## config.mk

```make
export PLATFORM = sky130hd
export DESIGN_NAME = usb_clk_req_ctrl
export DESIGN_NICKNAME = d
export VERILOG_FILES = /design/src/rtl/usb_clk_req_pkg.sv /design/src/rtl/usb_dma_hold_timer.sv /design/src/rtl/usb_host_clk_req.sv /design/src/rtl/usb_clk_on_sync.sv /design/src/rtl/usb_clk_req_ctrl.sv
export SDC_FILE = /design/constraint.sdc
export NUM_CORES = 1
export LEC_CHECK = 0
export ABC_AREA = 1
export ABC_CLOCK_PERIOD_IN_PS = 1410
export BUFFER_PORTS_ARGS = -buffer_cell sky130_fd_sc_hd__buf_2
export CORE_AREA = 8 8 45 47
export DETAILED_ROUTE_END_ITERATION = 12
export DIE_AREA = 0 0 53 55
export PLACE_DENSITY = 0.57
export SYNTH_ARGS = -nofsm -noshare
export SYNTH_HDL_FRONTEND = slang
export SYNTH_SLANG_ARGS = --single-unit
export TNS_END_PERCENT = 100
```

## constraint.sdc

```tcl
create_clock -name clk_i -period 1.41 [get_ports clk_i]
set_clock_uncertainty 0.05 [all_clocks]
set_input_delay 0.141 -clock clk_i [delete_from_list [all_inputs] [get_ports clk_i]]
set_output_delay 0.141 -clock clk_i [all_outputs]
set_load 0.05 [all_outputs]
```

## src/rtl/usb_clk_req_pkg.sv

```systemverilog
package usb_clk_req_pkg;
  typedef enum logic [1:0] {
    HST_RESET   = 2'b00,
    HST_RESUME  = 2'b01,
    HST_OPER    = 2'b10,
    HST_SUSPEND = 2'b11
  } host_state_e;

  localparam int unsigned CLK_USB = 0;
  localparam int unsigned CLK_BM  = 1;
  localparam int unsigned NUM_CLK = 2;
  localparam int unsigned NUM_DMA = 2;
  localparam int unsigned DMA_DEV  = 0;
  localparam int unsigned DMA_HOST = 1;
endpackage

```

## src/rtl/usb_dma_hold_timer.sv

```systemverilog
module usb_dma_hold_timer #(
  parameter int unsigned HOLD_TICKS = 2
) (
  input  logic clk_i,
  input  logic rst_ni,
  input  logic acc_i,
  input  logic tick_i,
  output logic req_o
);
  localparam int unsigned CW = $clog2(HOLD_TICKS + 1);

  logic [CW-1:0] cnt_q;

  // reload has priority over decrement
  always_ff @(posedge clk_i or negedge rst_ni) begin
    if (!rst_ni)                    cnt_q <= '0;
    else if (acc_i)                 cnt_q <= CW'(HOLD_TICKS);
    else if (tick_i && cnt_q != '0) cnt_q <= cnt_q - CW'(1);
  end

  assign req_o = acc_i || (cnt_q != '0);
endmodule

```

## src/rtl/usb_host_clk_req.sv

```systemverilog
module usb_host_clk_req
  import usb_clk_req_pkg::*;
(
  input  logic [1:0] state_i,
  input  logic       resume_i,
  input  logic       disc_i,
  output logic       req_o
);
  host_state_e st;

  always_comb begin
    st    = host_state_e'(state_i);
    req_o = (st != HST_SUSPEND) || resume_i || disc_i;
  end
endmodule

```

## src/rtl/usb_clk_on_sync.sv

```systemverilog
module usb_clk_on_sync #(
  parameter int unsigned WIDTH  = 2,
  parameter int unsigned STAGES = 2
) (
  input  logic             clk_i,
  input  logic             rst_ni,
  input  logic [WIDTH-1:0] d_i,
  output logic [WIDTH-1:0] q_o
);
  logic [WIDTH-1:0] stg_q [STAGES];

  always_ff @(posedge clk_i or negedge rst_ni) begin
    if (!rst_ni) begin
      for (int s = 0; s < STAGES; s++) stg_q[s] <= '0;
    end else begin
      stg_q[0] <= d_i;
      for (int s = 1; s < STAGES; s++) stg_q[s] <= stg_q[s-1];
    end
  end

  assign q_o = stg_q[STAGES-1];
endmodule

```

## src/rtl/usb_clk_req_ctrl.sv

```systemverilog
module usb_clk_req_ctrl
  import usb_clk_req_pkg::*;
#(
  parameter int unsigned HOLD_TICKS  = 2,
  parameter int unsigned SYNC_STAGES = 2
) (
  input  logic         clk_i,
  input  logic         rst_ni,
  input  logic         dev_dma_acc_i,
  input  logic         host_dma_acc_i,
  input  logic [1:0]   host_state_i,
  input  logic         host_resume_i,
  input  logic         host_disc_i,
  input  logic         ms_tick_i,
  input  logic [1:0]   sw_clk_en_i,
  output logic [1:0]   clk_gate_en_o,
  output logic [1:0]   clk_on_o,
  output logic         need_clk_o
);
  logic [NUM_DMA-1:0] dma_acc;
  logic [NUM_DMA-1:0] dma_req;
  logic               usb_req;
  logic [NUM_CLK-1:0] hw_req;

  assign dma_acc[DMA_DEV]  = dev_dma_acc_i;
  assign dma_acc[DMA_HOST] = host_dma_acc_i;

  for (genvar g = 0; g < NUM_DMA; g++) begin : g_dma
    usb_dma_hold_timer #(.HOLD_TICKS(HOLD_TICKS)) u_hold (
      .clk_i  (clk_i),
      .rst_ni (rst_ni),
      .acc_i  (dma_acc[g]),
      .tick_i (ms_tick_i),
      .req_o  (dma_req[g])
    );
  end

  usb_host_clk_req u_host_req (
    .state_i  (host_state_i),
    .resume_i (host_resume_i),
    .disc_i   (host_disc_i),
    .req_o    (usb_req)
  );

  assign hw_req[CLK_USB] = usb_req;
  assign hw_req[CLK_BM]  = |dma_req;

  assign clk_gate_en_o = sw_clk_en_i | hw_req;
  assign need_clk_o    = |hw_req;

  usb_clk_on_sync #(.WIDTH(NUM_CLK), .STAGES(SYNC_STAGES)) u_sync (
    .clk_i  (clk_i),
    .rst_ni (rst_ni),
    .d_i    (clk_gate_en_o),
    .q_o    (clk_on_o)
  );
endmodule

```

; Word level (Yosys, flattened, before mapping)
; Index checks and enable logic that the tools add are counted.
; Widths: inputs -> output; s select.
[word_totals]
wordCells = 24
in_bits = 11
reg_bits = 8
out_inout_bits = 5
[classes]
n_bitwise = 1
eq_ne = 1
n_reduce_logical = 12
addsub = 2
n_mux = 4
[op_table]
columns = op, n
row1 = $mux 2, 4
row2 = $reduce_bool 2->1, 4
row3 = $logic_or 1x1->1, 4
row4 = $sub 2x1->2 const B, 2
row5 = $reduce_or 3->1, 1
row6 = $logic_and 1x1->1, 2
row7 = $ne 2x2->1 const B, 1
row8 = $or 2x2->2, 1
row9 = $reduce_or 2->1, 1

; Depth between registers and ports, before layout
[logic_depth]
depth_word = 4
depth_mapped = 6
depth_no_buf = 6

; Hierarchy
; Synthesis repeated with hierarchy kept, for this count alone.
[unflattened]
cells_unflattened = 54
area_unflattened_um2 = 430.4
[modules_own_cells]
columns = mod, cells_per_inst, seq_area_each_um2, area_each_um2, instances
row1 = usb_dma_hold_timer, 19, 50.0, 137.6, 2
row2 = usb_clk_on_sync, 6, 100.1, 115.1, 1
row3 = usb_clk_req_ctrl, 6, 0.0, 25.0, 1
row4 = usb_host_clk_req, 4, 0.0, 15.0, 1

; Worst setup path before layout
; Ideal clock, no wire load.
[synth_timing]
path_type = flip-flop to flip-flop
from = reg g_dma[1].u_hold.cnt_q[0]
to = reg u_sync.stg_q[3] (netlist bit)
path_buffers = 0
period_less_slack_ns = 1.392
path_slack_ns = 0.018
arrival_time_ns = 1.079
t_required_ns = 1.097
stages_incl_launch_ff = 6
cell_sequence = dfrtp_1 > inv_1 > ha_1 > nand2_1 > nor3_2 > nand2_1
[synth_via]
elab_chain_cells = 4
[synth_lines]
columns = element, line
row1 = from (decl), usb_dma_hold_timer.sv:12  ; logic [CW-1:0] cnt_q;
row2 = from (signal assigned), usb_dma_hold_timer.sv:17  ; else if (acc_i) cnt_q <= CW'(HOLD_TICKS);
row3 = from (signal assigned), usb_dma_hold_timer.sv:18  ; else if (tick_i && cnt_q != '0) cnt_q <= cnt_q - CW'(1);
row4 = $reduce_bool 2->1, usb_dma_hold_timer.sv:21  ; assign req_o = acc_i || (cnt_q != '0);
row5 = $logic_or 1x1->1, usb_dma_hold_timer.sv:21
row6 = $reduce_or 2->1, usb_clk_req_ctrl.sv:46  ; assign hw_req[CLK_BM] = |dma_req;
row7 = $or 2x2->2, usb_clk_req_ctrl.sv:48  ; assign clk_gate_en_o = sw_clk_en_i | hw_req;
row8 = named net clk_gate_en_o[1], usb_clk_req_ctrl.sv:16  ; output logic [1:0] clk_gate_en_o,
row9 = to (decl), usb_clk_on_sync.sv:10  ; logic [WIDTH-1:0] stg_q [STAGES];
; The timed path passes the listed nets, and every way through them passes these cells.
; A chain may end at the register's enable or synchronous reset.

; Worst setup path in the final report
[layout_timing]
from = reg g_dma[1].u_hold.cnt_q[0]
to = out clk_gate_en_o[1]
[layout_via]
elab_chain_cells = 4
[layout_lines]
columns = element, line
row1 = $reduce_bool 2->1, usb_dma_hold_timer.sv:21
row2 = $logic_or 1x1->1, usb_dma_hold_timer.sv:21
row3 = $reduce_or 2->1, usb_clk_req_ctrl.sv:46
row4 = $or 2x2->2, usb_clk_req_ctrl.sv:48
row5 = to (decl), usb_clk_req_ctrl.sv:16
; Every way passes these cells.

==> flow_summary_export.csv <==
group,metric,value,unit
run_status,status,"finished, violations left",
run_status,violations,"negative setup slack",
timing,whs,43.5,ps
timing,rsz0062_at_grt,"true",
place,place_hpwl,705,µm
global_route,grt_pass1_wl,1480,µm
pwr,seqPwrFrac,46.7,%
floorplanning,die_area,2920,µm²
final_layout,area_growth,34.6,%
pwr,ir_drop,562,µV
logic_synthesis,synth-edff-count,0,
final_layout,fillerInstances,145,
global_route,grt_max_degree,9,
logic_synthesis,yosysTopAreaCell,"dfrtp_1",
drt,vias,354,
logic_synthesis,synth_fa_ha_area_share,6.02,%
logic_synthesis,synthSimpleGateAreaFrac,26.2,%
clocking,cts.sinks,8,
logic_synthesis,ys_types,12,
logic_synthesis,yosysTopAreaCellShare,48.2,%
timing,min_period,1550,ps
pwr,clkPwrFrac,32.4,%
global_route,grt_pass1_vias,347,
floorplanning,io_pins,16,
timing,fin_ws,-136,ps
final_layout,fin_area,559,µm²
global_route,track_usage,7.08,%
worst_setup_path,criticalPathCategory,"flip-flop to primary output",
clocking,numCtsBuffers,3,
global_route,grt_overflow_total,0,
place,gp_congestion,0.729,
final_layout,final_cells,85,
drt,drc,0,
timing,setup_viol,2,
timing,finalCritPeriodShare,110,%
clocking,htree_levels,1,
clocking,clkSlewWorstSetupHoldPaths,50,ps
logic_synthesis,synth.avg_cell_area,8.48,µm²
floorplanning,die_h,55,µm
logic_synthesis,syn_inst,49,
worst_hold_path,min_to,"u_sync.stg_q[2]",
logic_synthesis,yosysMostFrequentCell,"inv_1",
drt,drt_iter0_markers,6,
worst_setup_path,worst_setup_path_start_kind,"flip-flop",
logic_synthesis,synth_compound_area_share,2.41,%
timing,slew_headroom,83.5,%
timing,final_max_slew_viol_count,0,
logic_synthesis,synth_top_family_by_area,"simple AND/OR/NAND/NOR gates",
worst_setup_path,rr_startpoint,"g_dma[1].u_hold.cnt_q[0]",
final_layout,multi_input_area,144,µm²
worst_setup_path,rrSetupSlack,180,ps
final_layout,nets,84,
clocking,clockBufferDepth,2,
logic_synthesis,synth_area_leaders,"dfrtp_1 48%, inv_1 11%, nand2_1 9.9%",
pwr,switching_power,145,µW
logic_synthesis,synth_seq_area_share,48.2,%
pwr,p_sw_share,27.0,%
logic_synthesis,synth-xor-area-share,0,%
drt,vias_per_cell,4.16,
logic_synthesis,synth_area,415,µm²
timing,hold_violations,0,
flow_run,drv_cap,0,
floorplanning,die_w,53,µm
pwr,comb_power_share,21.0,%
drt,route.final.wire_length,898,µm
drt,routedWlPerCell,10.6,µm
logic_synthesis,synth_nets,62,
worst_setup_path,r2r_end,"u_sync.stg_q[3]",
drt,firstDrtPassIters,5,
worst_hold_path,hold-path-cell-count,3,
place,place_area,484,µm²
timing,worst_slew_pin_slew,249,ps
floorplanning,start_util,30.0,%
worst_setup_path,rr_worst_depth,6,
floorplanning,core,1380,µm²
timing,fmax,647,MHz
drt,antenna_left,0,
place,portBuffers,15,
worst_setup_path,worst-path-max-fanout,2,
logic_synthesis,synth_seq_cells,8,
pwr,power_density,960,nW/µm²
final_layout,drive_gt1_share,36.2,%
floorplanning,rows,14,
clocking,cts_root_buf,"clkbuf_4",
logic_synthesis,yosys-top-cells-count,"12 x inv_1, 11 x nand2_1, 8 x dfrtp_1",
final_layout,num_antenna_cells,0,
logic_synthesis,synthMuxAreaShare,0,%
worst_hold_path,hold_class,"primary input to flip-flop",
place,dp_cells,77,
logic_synthesis,synth_ff_type,"dfrtp_1",
worst_setup_path,crit_required,1220,ps
worst_hold_path,min-delay-start,"sw_clk_en_i[0]",
logic_synthesis,ys_warn_count,0,
pwr,p_leak,0.000299,µW
clocking,clkLatencyLatePin,250,ps
logic_synthesis,ys_async_sr_fraction,100,%
worst_setup_path,cp_data_arrival_time,1360,ps
global_route,antenna_found_initial,0,
worst_setup_path,worst_setup_path_end_kind,"primary output",
pwr,internal-power,392,µW
pwr,power,537,µW
clocking,cts_tree,"built",
final_layout,ff_latch_area,200,µm²
-- through the flow --
stage / setup WS (ps) / TNS (ps) / util [%]
global placement: 122 / 0 / 35.0
CTS: -129 / -232 / 39.3
global route: -218 / -413 / 40.4
floorplan: 17.7 / 0 / -
detailed placement: 78.2 / 0 / 35.0
finish: -136 / -236 / 40.4
-- critical path, cell delays in order, from the launching register on --
cell and delay (ps):
dfrtp_1 370, inv_1 70, ha_1 170, nand2_1 70, nor3_2 140, nand2_1 120
buf_6 170
-- cell type report --
type | instances | share of cell area [%]
flip-flops and latches | 8 | 35.8
clock buffers | 3 | 4.03
repair buffers | 20 | 22.8
multi-input cells | 26 | 25.7
well taps | 16 | 3.58
inverters | 12 | 8.05
-- state kept, by name, summed over array words and instances, names as in the netlist --
register            count
g_dma.u_hold.cnt_q      4
u_sync.q_o              2
u_sync.stg_q            2
-- worst max-delay path by stage --
stage | start | slack (ps) | endpoint | cells after the start
floorplan | g_dma[1].u_hold.cnt_q[0] | 20 | u_sync.stg_q[3] | 5
global placement | g_dma[1].u_hold.cnt_q[0] | 120 | clk_gate_en_o[1] | 6
detailed placement | g_dma[1].u_hold.cnt_q[0] | 80 | clk_gate_en_o[1] | 6
CTS | g_dma[0].u_hold.cnt_q[1] | -130 | clk_gate_en_o[1] | 6
global route | g_dma[0].u_hold.cnt_q[1] | -220 | clk_gate_en_o[1] | 6
finish | g_dma[1].u_hold.cnt_q[0] | -140 | clk_gate_en_o[1] | 6
-- power by group through the flow --
| stage | Clock, µW | Sequential, µW | Combinational (µW) |
|---|---|---|---|
| 5_1_grt | 200 | 252 | 129 |
| 3_5_place_dp | 0 | 257 | 94.2 |
| 6_report | 174 | 250 | 113 |
| 2_1_floorplan | 0 | 255 | 66.2 |
| 3_3_place_gp | 0 | 256 | 90.3 |
| 4_1_cts | 180 | 250 | 108 |
-- cells in the final DEF (no fill, tap or decap), drive strengths merged --
master / synthesis / final
dlygate4sd3: 0 / 1
nor3: 1 / 1
nor2: 3 / 3
dfrtp: 8 / 8
buf: 3 / 19
a21oi: 2 / 2
nor2b: 1 / 1
ha: 2 / 2
clkbuf: 0 / 3
nand2: 11 / 11
inv: 12 / 12
nand3: 6 / 6
-- metal layers --
metal | global-route usage (%) | vias to the layer above | share of wire [%]
met5 | 0 | - | 0
met4 | 3.88 | 0 | 1.1
met2 | 10.7 | 9 | 53
met3 | 4.28 | 2 | 7.0
li1 | - | 185 | -
met1 | 7.55 | 158 | 39
-- repair_timing --
| item | in CTS | in global routing |
|---|---|---|
| endpoints found under the setup margin | 2 | 2 |
| hold buffers | 1 | 0 |
| resized for setup | 4 | 0 |
| setup buffers | 2 | 2 |
| pin swaps | 1 | 1 |
| hold endpoints to repair | 8 | 0 |
-- kinds of logic (layout without fill, tap and decap cells) --
group                      count (synthesis)  in the layout
adders and majority gates                  2              2
AOI/OAI and AO/OA                          2              2
buffers and inverters                     15             35
and+or+nand+nor                           22             22
DFF                                        8              8
Note: power is estimated with default switching activity, not from simulation.
